[src/rtl/exa_pkg.sv]
package exa_pkg;
  timeunit 1ns;
  timeprecision 1ps;

  typedef enum logic [1:0] {
    SZ_RSVD = 2'b00,
    SZ_H    = 2'b01,
    SZ_S    = 2'b10,
    SZ_D    = 2'b11
  } size_e;

  // Fixed-point scale used while building the fraction tables.
  localparam int FX = 128;
  // Each table slot is 64 bits wide and there are at most 64 slots.
  localparam int SLOT = 64;

  function automatic int idx_w(input int lw);
    return (lw == 16) ? 5 : 6;
  endfunction

  function automatic int exp_w(input int lw);
    return (lw == 16) ? 5 : (lw == 32) ? 8 : 11;
  endfunction

  function automatic int frac_w(input int lw);
    return lw - 1 - exp_w(lw);
  endfunction

  // Integer square root, found one result bit at a time.
  function automatic logic [135:0] isqrt(input logic [263:0] n);
    logic [135:0] r;
    logic [135:0] t;
    logic [271:0] sq;
    r = '0;
    for (int b = 135; b >= 0; b--) begin
      t  = r | (136'(1) << b);
      sq = 272'(t) * 272'(t);
      if (sq <= {8'd0, n}) r = t;
    end
    return r;
  endfunction

  // Builds round(2^fw * (2^(k/2^iw) - 1)) for every k.
  // It chains square roots of two in fixed point, with FX fraction bits.
  function automatic logic [SLOT*64-1:0] build_tbl(input int iw, input int fw);
    logic [SLOT*64-1:0] t;
    logic [5:0][263:0]  roots;
    logic [263:0]       rt;
    logic [263:0]       p;
    t  = '0;
    rt = 264'(isqrt(264'(1) << (2 * FX + 1)));  // 2^(1/2)
    for (int i = 0; i < 6; i++) begin
      roots[i] = rt;                            // 2^(1/2^(i+1))
      rt = 264'(isqrt(rt << FX));
    end
    for (int k = 0; k < (1 << iw); k++) begin
      p = 264'(1) << FX;
      for (int i = 0; i < iw; i++)
        if (k[iw-1-i]) p = (p * roots[i]) >> FX;
      p = (p + (264'(1) << (FX - fw - 1))) >> (FX - fw);
      p = p - (264'(1) << fw);
      t[k*SLOT +: SLOT] = p[SLOT-1:0];
    end
    return t;
  endfunction

  localparam logic [SLOT*64-1:0] TBL_H = build_tbl(5, 10);
  localparam logic [SLOT*64-1:0] TBL_S = build_tbl(6, 23);
  localparam logic [SLOT*64-1:0] TBL_D = build_tbl(6, 52);
endpackage

[src/rtl/exa_frac_rom.sv]
module exa_frac_rom
  import exa_pkg::*;
#(
  parameter int LANE_W = 32,
  localparam int IW = idx_w(LANE_W),
  localparam int FW = frac_w(LANE_W)
) (
  input  logic [IW-1:0] idx,
  output logic [FW-1:0] frac
);
  timeunit 1ns;
  timeprecision 1ps;

  localparam logic [SLOT*64-1:0] TBL =
    (LANE_W == 16) ? TBL_H : (LANE_W == 32) ? TBL_S : TBL_D;

  always_comb frac = TBL[SLOT*int'(idx) +: FW];
endmodule

[src/rtl/exa_lane.sv]
module exa_lane
  import exa_pkg::*;
#(
  parameter int LANE_W = 32,
  localparam int IW = idx_w(LANE_W),
  localparam int EW = exp_w(LANE_W),
  localparam int FW = frac_w(LANE_W)
) (
  input  logic [LANE_W-1:0] x,
  output logic [LANE_W-1:0] y
);
  timeunit 1ns;
  timeprecision 1ps;

  logic [FW-1:0] frac;
  logic [EW-1:0] expo;
  logic          unused_hi;

  exa_frac_rom #(.LANE_W(LANE_W)) i_rom (
    .idx  (x[IW-1:0]),
    .frac (frac)
  );

  // The exponent window sits directly above the table index.
  assign expo      = x[IW +: EW];
  assign unused_hi = ^x[LANE_W-1:IW+EW];
  assign y         = {1'b0, expo, frac};
endmodule

[src/rtl/exa_unit.sv]
module exa_unit
  import exa_pkg::*;
#(
  parameter int VEC_W = 128
) (
  input  logic             clk,
  input  logic             rst_n,
  input  logic             in_valid,
  output logic             in_ready,
  input  logic [1:0]       in_size,
  input  logic [VEC_W-1:0] in_vec,
  input  logic             out_ready,
  output logic             out_valid,
  output logic             out_illegal,
  output logic [VEC_W-1:0] out_vec
);
  timeunit 1ns;
  timeprecision 1ps;

  localparam int NSIZE = 3;

  if (VEC_W % 64 != 0) begin : g_bad_width
    $error("VEC_W must be a multiple of 64");
  end

  logic [NSIZE-1:0][VEC_W-1:0] res;
  logic [VEC_W-1:0]            nxt_vec;
  logic                        size_rsvd;
  logic                        accept;
  logic                        stall;

  for (genvar gs = 0; gs < NSIZE; gs++) begin : g_size
    localparam int LW = 16 << gs;
    for (genvar l = 0; l < VEC_W / LW; l++) begin : g_lane
      exa_lane #(.LANE_W(LW)) i_lane (
        .x (in_vec[l*LW +: LW]),
        .y (res[gs][l*LW +: LW])
      );
    end
  end

  assign size_rsvd = (size_e'(in_size) == SZ_RSVD);
  assign stall     = out_valid && !out_ready;
  assign in_ready  = !stall;
  assign accept    = in_valid && in_ready;

  always_comb begin
    case (size_e'(in_size))
      SZ_H:    nxt_vec = res[0];
      SZ_S:    nxt_vec = res[1];
      SZ_D:    nxt_vec = res[2];
      default: nxt_vec = '0;
    endcase
  end

  always_ff @(posedge clk or negedge rst_n) begin
    if (!rst_n) begin
      out_valid   <= 1'b0;
      out_illegal <= 1'b0;
      out_vec     <= '0;
    end else if (accept) begin
      out_valid   <= 1'b1;
      out_illegal <= size_rsvd;
      out_vec     <= nxt_vec;
    end else if (out_ready) begin
      out_valid   <= 1'b0;
    end
  end

  // no transfer is taken while a result waits
  a_r9_ready_low: assert property (@(posedge clk) disable iff (!rst_n)
    out_valid && !out_ready |-> !in_ready);
  // a waiting result holds its value
  a_r9_hold: assert property (@(posedge clk) disable iff (!rst_n)
    stall |=> out_valid && $stable(out_vec) && $stable(out_illegal));
  // an accepted transfer shows up on the next cycle
  a_r8_valid: assert property (@(posedge clk) disable iff (!rst_n)
    accept |=> out_valid);
  // a reserved code sets the flag
  a_r7_flag: assert property (@(posedge clk) disable iff (!rst_n)
    accept && size_rsvd |=> out_illegal);
  // a legal code clears the flag
  a_r7_clear: assert property (@(posedge clk) disable iff (!rst_n)
    accept && !size_rsvd |=> !out_illegal);
  // a flagged result is all zeros
  a_r7_zero: assert property (@(posedge clk) disable iff (!rst_n)
    out_valid && out_illegal |-> out_vec == '0);
endmodule

[config.mk]
export PLATFORM = sky130hd
export DESIGN_NAME = exa_unit
export DESIGN_NICKNAME = d
export VERILOG_FILES = /design/src/rtl/exa_pkg.sv /design/src/rtl/exa_frac_rom.sv /design/src/rtl/exa_lane.sv /design/src/rtl/exa_unit.sv
export SDC_FILE = /design/constraint.sdc
export NUM_CORES = 1
export LEC_CHECK = 0
export BUFFER_PORTS_ARGS = -buffer_cell sky130_fd_sc_hd__clkbuf_2
export CELL_PAD_IN_SITES_DETAIL_PLACEMENT = 1
export CELL_PAD_IN_SITES_GLOBAL_PLACEMENT = 1
export CORE_UTILIZATION = 45
export CTS_BUF_LIST = sky130_fd_sc_hd__clkbuf_4
export CTS_CLUSTER_DIAMETER = 150
export CTS_CLUSTER_SIZE = 28
export DETAILED_ROUTE_END_ITERATION = 8
export PLACE_DENSITY = 0.88
export SYNTH_ARGS = -nofsm -noshare
export SYNTH_HDL_FRONTEND = slang
export SYNTH_SLANG_ARGS = --single-unit
[constraint.sdc]
create_clock -name clk -period 1.9 [get_ports clk]
set_input_delay 0.38 -clock clk [delete_from_list [all_inputs] [get_ports clk]]
set_output_delay 0.38 -clock clk [all_outputs]
set_load 0.02 [all_outputs]
==> flow_metrics.tcl, run 1 <==
set metrics [dict create \
    status "did not finish" \
    lastStage "global routing" \
    stop_error "[ERROR GRT-0116] Global routing finished with congestion. Check the congestion regions in the DRC Viewer." \
    grt_max_degree 46 \
    avgSynthCellArea_um2 7.00 \
    place_inst 5035 \
    clock-sinks 128 \
    async_reset_ff_frac 1.00 \
    synth_xor_area_frac 0.00894 \
    cts_buffers 17 \
    ys_types 98 \
    yosys_warnings 0 \
    placed_area_um2 33900 \
    synth_top_family_by_area "compound AO/OA/AOI/OAI gates" \
    grt_first_pass_wirelength_mm 413 \
    place.gp.congestion 1.40 \
    synthTopCellsByCount "308 x o21ai_0, 294 x nor2_1, 281 x nand2_1" \
    synth_top_area_share 0.136 \
    clock_path_buffers 2 \
    synthesis.area_um2 23500 \
    port_buffers 234 \
    yosys.area_share.simple 0.226 \
    cts_root_buf "clkbuf_4" \
    synth.most_common_cell "o21ai_0" \
    overflow 4330 \
    htree_levels 4 \
    grt_util_all_layers 1.04 \
    start_util 0.456 \
    synthAdderAreaFrac 0.0589 \
    muxShareOfSynthArea 0.0897 \
    pin_count 265 \
    synth_seq_cells 128 \
    syn_inst 3358 \
    synth-edff-count 0 \
    seq_area_frac_synth 0.136 \
    yosysTopAreaCell "dfrtp_1" \
    rows 83 \
    synth_compound_area_frac 0.394 \
    die_width_um 231 \
    synthTopCellsByArea "dfrtp_1 14%, o21ai_0 6.6%, a21oi_1 5.9%" \
    dieHeight_um 231 \
    grt_pass1_vias 54200 \
    dp.final_hpwl_mm 160 \
    synth_flop_cell "dfrtp_1" \
]
[per-stage QoR]
step	setup WS [ps]	TNS, ps	hold WS [ps]
floorplan	-611	-16220	84.4
global placement	-834	-66760	310
detailed placement	-1140	-93490	318
CTS	-90.8	-179	12.8
[cells by family after synthesis]
family / count (synthesis)
AND/OR/NAND/NOR: 1110
AO/OA/AOI/OAI: 1373
flip-flops: 128
multiplexers: 135
other: 1
buffers and inverters: 476
adder cells (fa/ha/maj): 111
XOR/XNOR: 24
[metal layers]
metal	GRT usage	overflow
met3	0.871	177
met5	0.738	39
met1	0.941	169
met2	1.26	2965
met4	1.13	980
[timing repair]
item | in CTS
endpoints found under the setup margin | 120
hold endpoints to repair | 149
buffers inserted | 22
pin swaps | 9
resized for setup | 158
gates cloned | 0
hold buffers | 23
==> run 2, diff against run 1 <==
==> config.mk (replaced) <==
export PLATFORM = sky130hd
export DESIGN_NAME = exa_unit
export DESIGN_NICKNAME = d
export VERILOG_FILES = /design/src/rtl/exa_pkg.sv /design/src/rtl/exa_frac_rom.sv /design/src/rtl/exa_lane.sv /design/src/rtl/exa_unit.sv
export SDC_FILE = /design/constraint.sdc
export NUM_CORES = 1
export LEC_CHECK = 0
export BUFFER_PORTS_ARGS = -buffer_cell sky130_fd_sc_hd__clkbuf_2
export CORE_UTILIZATION = 30
export DETAILED_ROUTE_END_ITERATION = 8
export PLACE_DENSITY_LB_ADDON = 0.15
export SYNTH_ARGS = -nofsm -noshare
export SYNTH_HDL_FRONTEND = slang
export SYNTH_SLANG_ARGS = --single-unit
==> run 2 against run 1 <==
The flow now finishes, with violations (setup timing). Synthesized cell count is the same. Area after synthesis is the same.
==> flow_metrics.tcl, run 2 <==
set metrics [dict create \
    clock_path_buffers 2 \
    grt_first_pass_wirelength_mm 259 \
    clock_latency_ps 510 \
    violations "setup timing" \
    p_sw_frac 0.482 \
    fin_crit_sh 1.05 \
    power_density_nw_per_um2 494 \
    final-hold-violation-count 0 \
    port_buffers 234 \
    synthTopCellsByArea "dfrtp_1 14%, o21ai_0 6.6%, a21oi_1 5.9%" \
    ys_types 98 \
    coreArea_um2 77500 \
    drv_slew 0 \
    drt-wirelength-per-cell_um 32.9 \
    period_minus_slack_ps 2000 \
    worstMarginPinSlew_ps 744 \
    die_width_um 282 \
    crit_chain "buf_8 > buf_4 > buf_4 > ha_2 > o21ai_0 > o31a_1 > mux4_2 > o22ai_4 > a221o_1" \
    async_reset_ff_frac 1.00 \
    slew_headroom 0.504 \
    r2r-start "out_valid" \
    crit_required_ps 2350 \
    yosys_warnings 0 \
    synth-edff-count 0 \
    vias 36100 \
    setup_viol 48 \
    yosysTopAreaCell "dfrtp_1" \
    clock-sinks 128 \
    drc 0 \
    grt_util_all_layers 0.459 \
    clock.fmax_ghz 0.501 \
    leakage_nw 17.4 \
    whs_path_depth 2 \
    drtIter0Drc 4662 \
    synth_top_area_share 0.136 \
    largestRegisters "out_vec: 126 flops, out_illegal: 1 flops, out_valid: 1 flops" \
    rrSetupSlack_ps 20 \
    dieHeight_um 282 \
    power_frac_seq 0.188 \
    seq_area_frac_synth 0.136 \
    cts_root_buf "clkbuf_16" \
    grt_max_degree 45 \
    status "complete, but fails checks" \
    fin_cells 5689 \
    path_buf_inv 3 \
    cts_tree "yes" \
    p_clk_frac 0.177 \
    pin_count 265 \
    antenna_found_initial 20 \
    power_frac_comb 0.636 \
    die-area_um2 79500 \
    synthesis.area_um2 23500 \
    layout_commonest_cell "buf_4" \
    start_kind "input pin" \
    crit_slowest_cell "mux4_2" \
    cts_buffers 17 \
    synthTopCellsByCount "308 x o21ai_0, 294 x nor2_1, 281 x nand2_1" \
    worstPathMaxFanout 9 \
    overflow 0 \
    critPathArrivalTime_ps 2450 \
    max_stage_delay_ps 500 \
    crit_family "compound AO/OA/AOI/OAI gates" \
    most-common-layout-cells "1266 x buf_4, 262 x nand2_1, 257 x nor2_1" \
    cts.clk_slew.worst_paths_ps 70 \
    avgSynthCellArea_um2 7.00 \
    drtAntennaViolNets 0 \
    setup.worst_path.class "input pin to flop" \
    vias_per_cell 6.35 \
    worstReg2RegEnd "out_vec[20]" \
    reg2reg_depth 7 \
    synth.most_common_cell "o21ai_0" \
    p_total_w 0.0198 \
    synth_flop_cell "dfrtp_1" \
    hp-start "in_valid" \
    setup_ws_ps -96.3 \
    totalWireLength_mm 187 \
    intPower_w 0.0102 \
    min_path_type "input pin to flop" \
    largest_reg_flops 126 \
    grt_pass1_vias 34000 \
    syn_inst 3358 \
    peakVddDrop_v 0.000745 \
    start_util 0.303 \
    regMostFlops "out_vec" \
    place.gp.congestion 1.13 \
    drt_first_pass_iters 6 \
    syn_to_final_growth_pct 70.3 \
    rsz0062_at_grt "true" \
    htree_levels 4 \
    power.switching_w 0.00953 \
    end_kind "flop" \
    synth_seq_cells 128 \
    holdPathEnd "out_valid" \
    skew_ps 20.5 \
    drive_gt1_frac 0.485 \
    dp.final_hpwl_mm 150 \
    drv_cap 0 \
    cpMostUsedCell "buf_4" \
    rows 102 \
    fin_nets 4874 \
    place_inst 5584 \
]
-- run 2: what timing repair did --
action	in CTS	in global routing
hold buffers	1	0
pin swaps	56	148
gates cloned	1	3
gates resized for setup	283	349
buffers inserted	27	46
endpoints found under the setup margin	99	101
endpoints found under the hold margin	21	0
-- run 2: worst max-delay path by stage --
stage                     from          end  slack, ps  cells after the start
floorplan            in_vec[1]  out_vec[25]       -610                     12
global placement     in_vec[0]  out_vec[50]      -1060                     13
detailed placement   in_vec[0]  out_vec[50]      -1050                     13
CTS                 in_vec[65]  out_vec[89]        -50                     11
global route        in_vec[65]  out_vec[72]       -130                     12
finish               in_vec[2]  out_vec[20]       -100                      9
-- run 2: cell type report --
class	count	area, µm²
Clock buffer	20	457
Clock inverter	12	85.1
Fill cell	7701	37400
Timing Repair Buffer	1661	13500
Tap cell	1040	1300
Multi-Input combinational cell	2755	21100
Inverter	68	342
Sequential cell	128	3200
Antenna cell	5	12.5
-- run 2: stage by stage --
step                      utilization  setup TNS [ps]  setup WS (ps)  cell area, µm²  hold slack, ps
after floorplan                     -          -16220           -611           24700            84.4
after global placement          0.466          -79110          -1060           36100             278
after detailed placement        0.466          -78880          -1050           36100             279
after CTS                       0.492            -265          -46.2           38100            98.1
after global routing            0.517           -2520           -129           40000             122
final                           0.517           -1630          -96.3           40000             128
-- run 2: power by group through the flow --
stage                     combinational, W  sequential [W]  clock (W)
after floorplan                    0.00464         0.00401          0
final                               0.0126         0.00371    0.00349
after global placement              0.0111         0.00373          0
after global routing                0.0130         0.00371    0.00359
after detailed placement            0.0111         0.00372          0
after CTS                           0.0116         0.00367    0.00351
-- run 2: routing by layer --
| metal | vias up | track usage | wire [µm] |
|---|---|---|---|
| met1 | 17400 | 0.568 | 71800 |
| met5 | - | 0 | 126 |
| met4 | 24 | 0.331 | 17100 |
| li1 | 15300 | - | - |
| met2 | 2549 | 0.691 | 78900 |
| met3 | 756 | 0.115 | 19100 |
-- run 2: kinds of logic (layout without fill, tap and decap cells) --
family / Yosys count / in the layout / synth area share
XOR/XNOR: 24 / 24 / 0.00894
adder cells (fa/ha/maj): 111 / 111 / 0.0589
flip-flops: 128 / 128 / 0.136
AO/OA/AOI/OAI: 1373 / 1373 / 0.394
AND/OR/NAND/NOR: 1110 / 1110 / 0.226
buffers and inverters: 476 / 1761 / 0.0860
other: 1 / 7 / 0.000160
multiplexers: 135 / 135 / 0.0897
No activity file was read; power rests on OpenSTA's default activity.
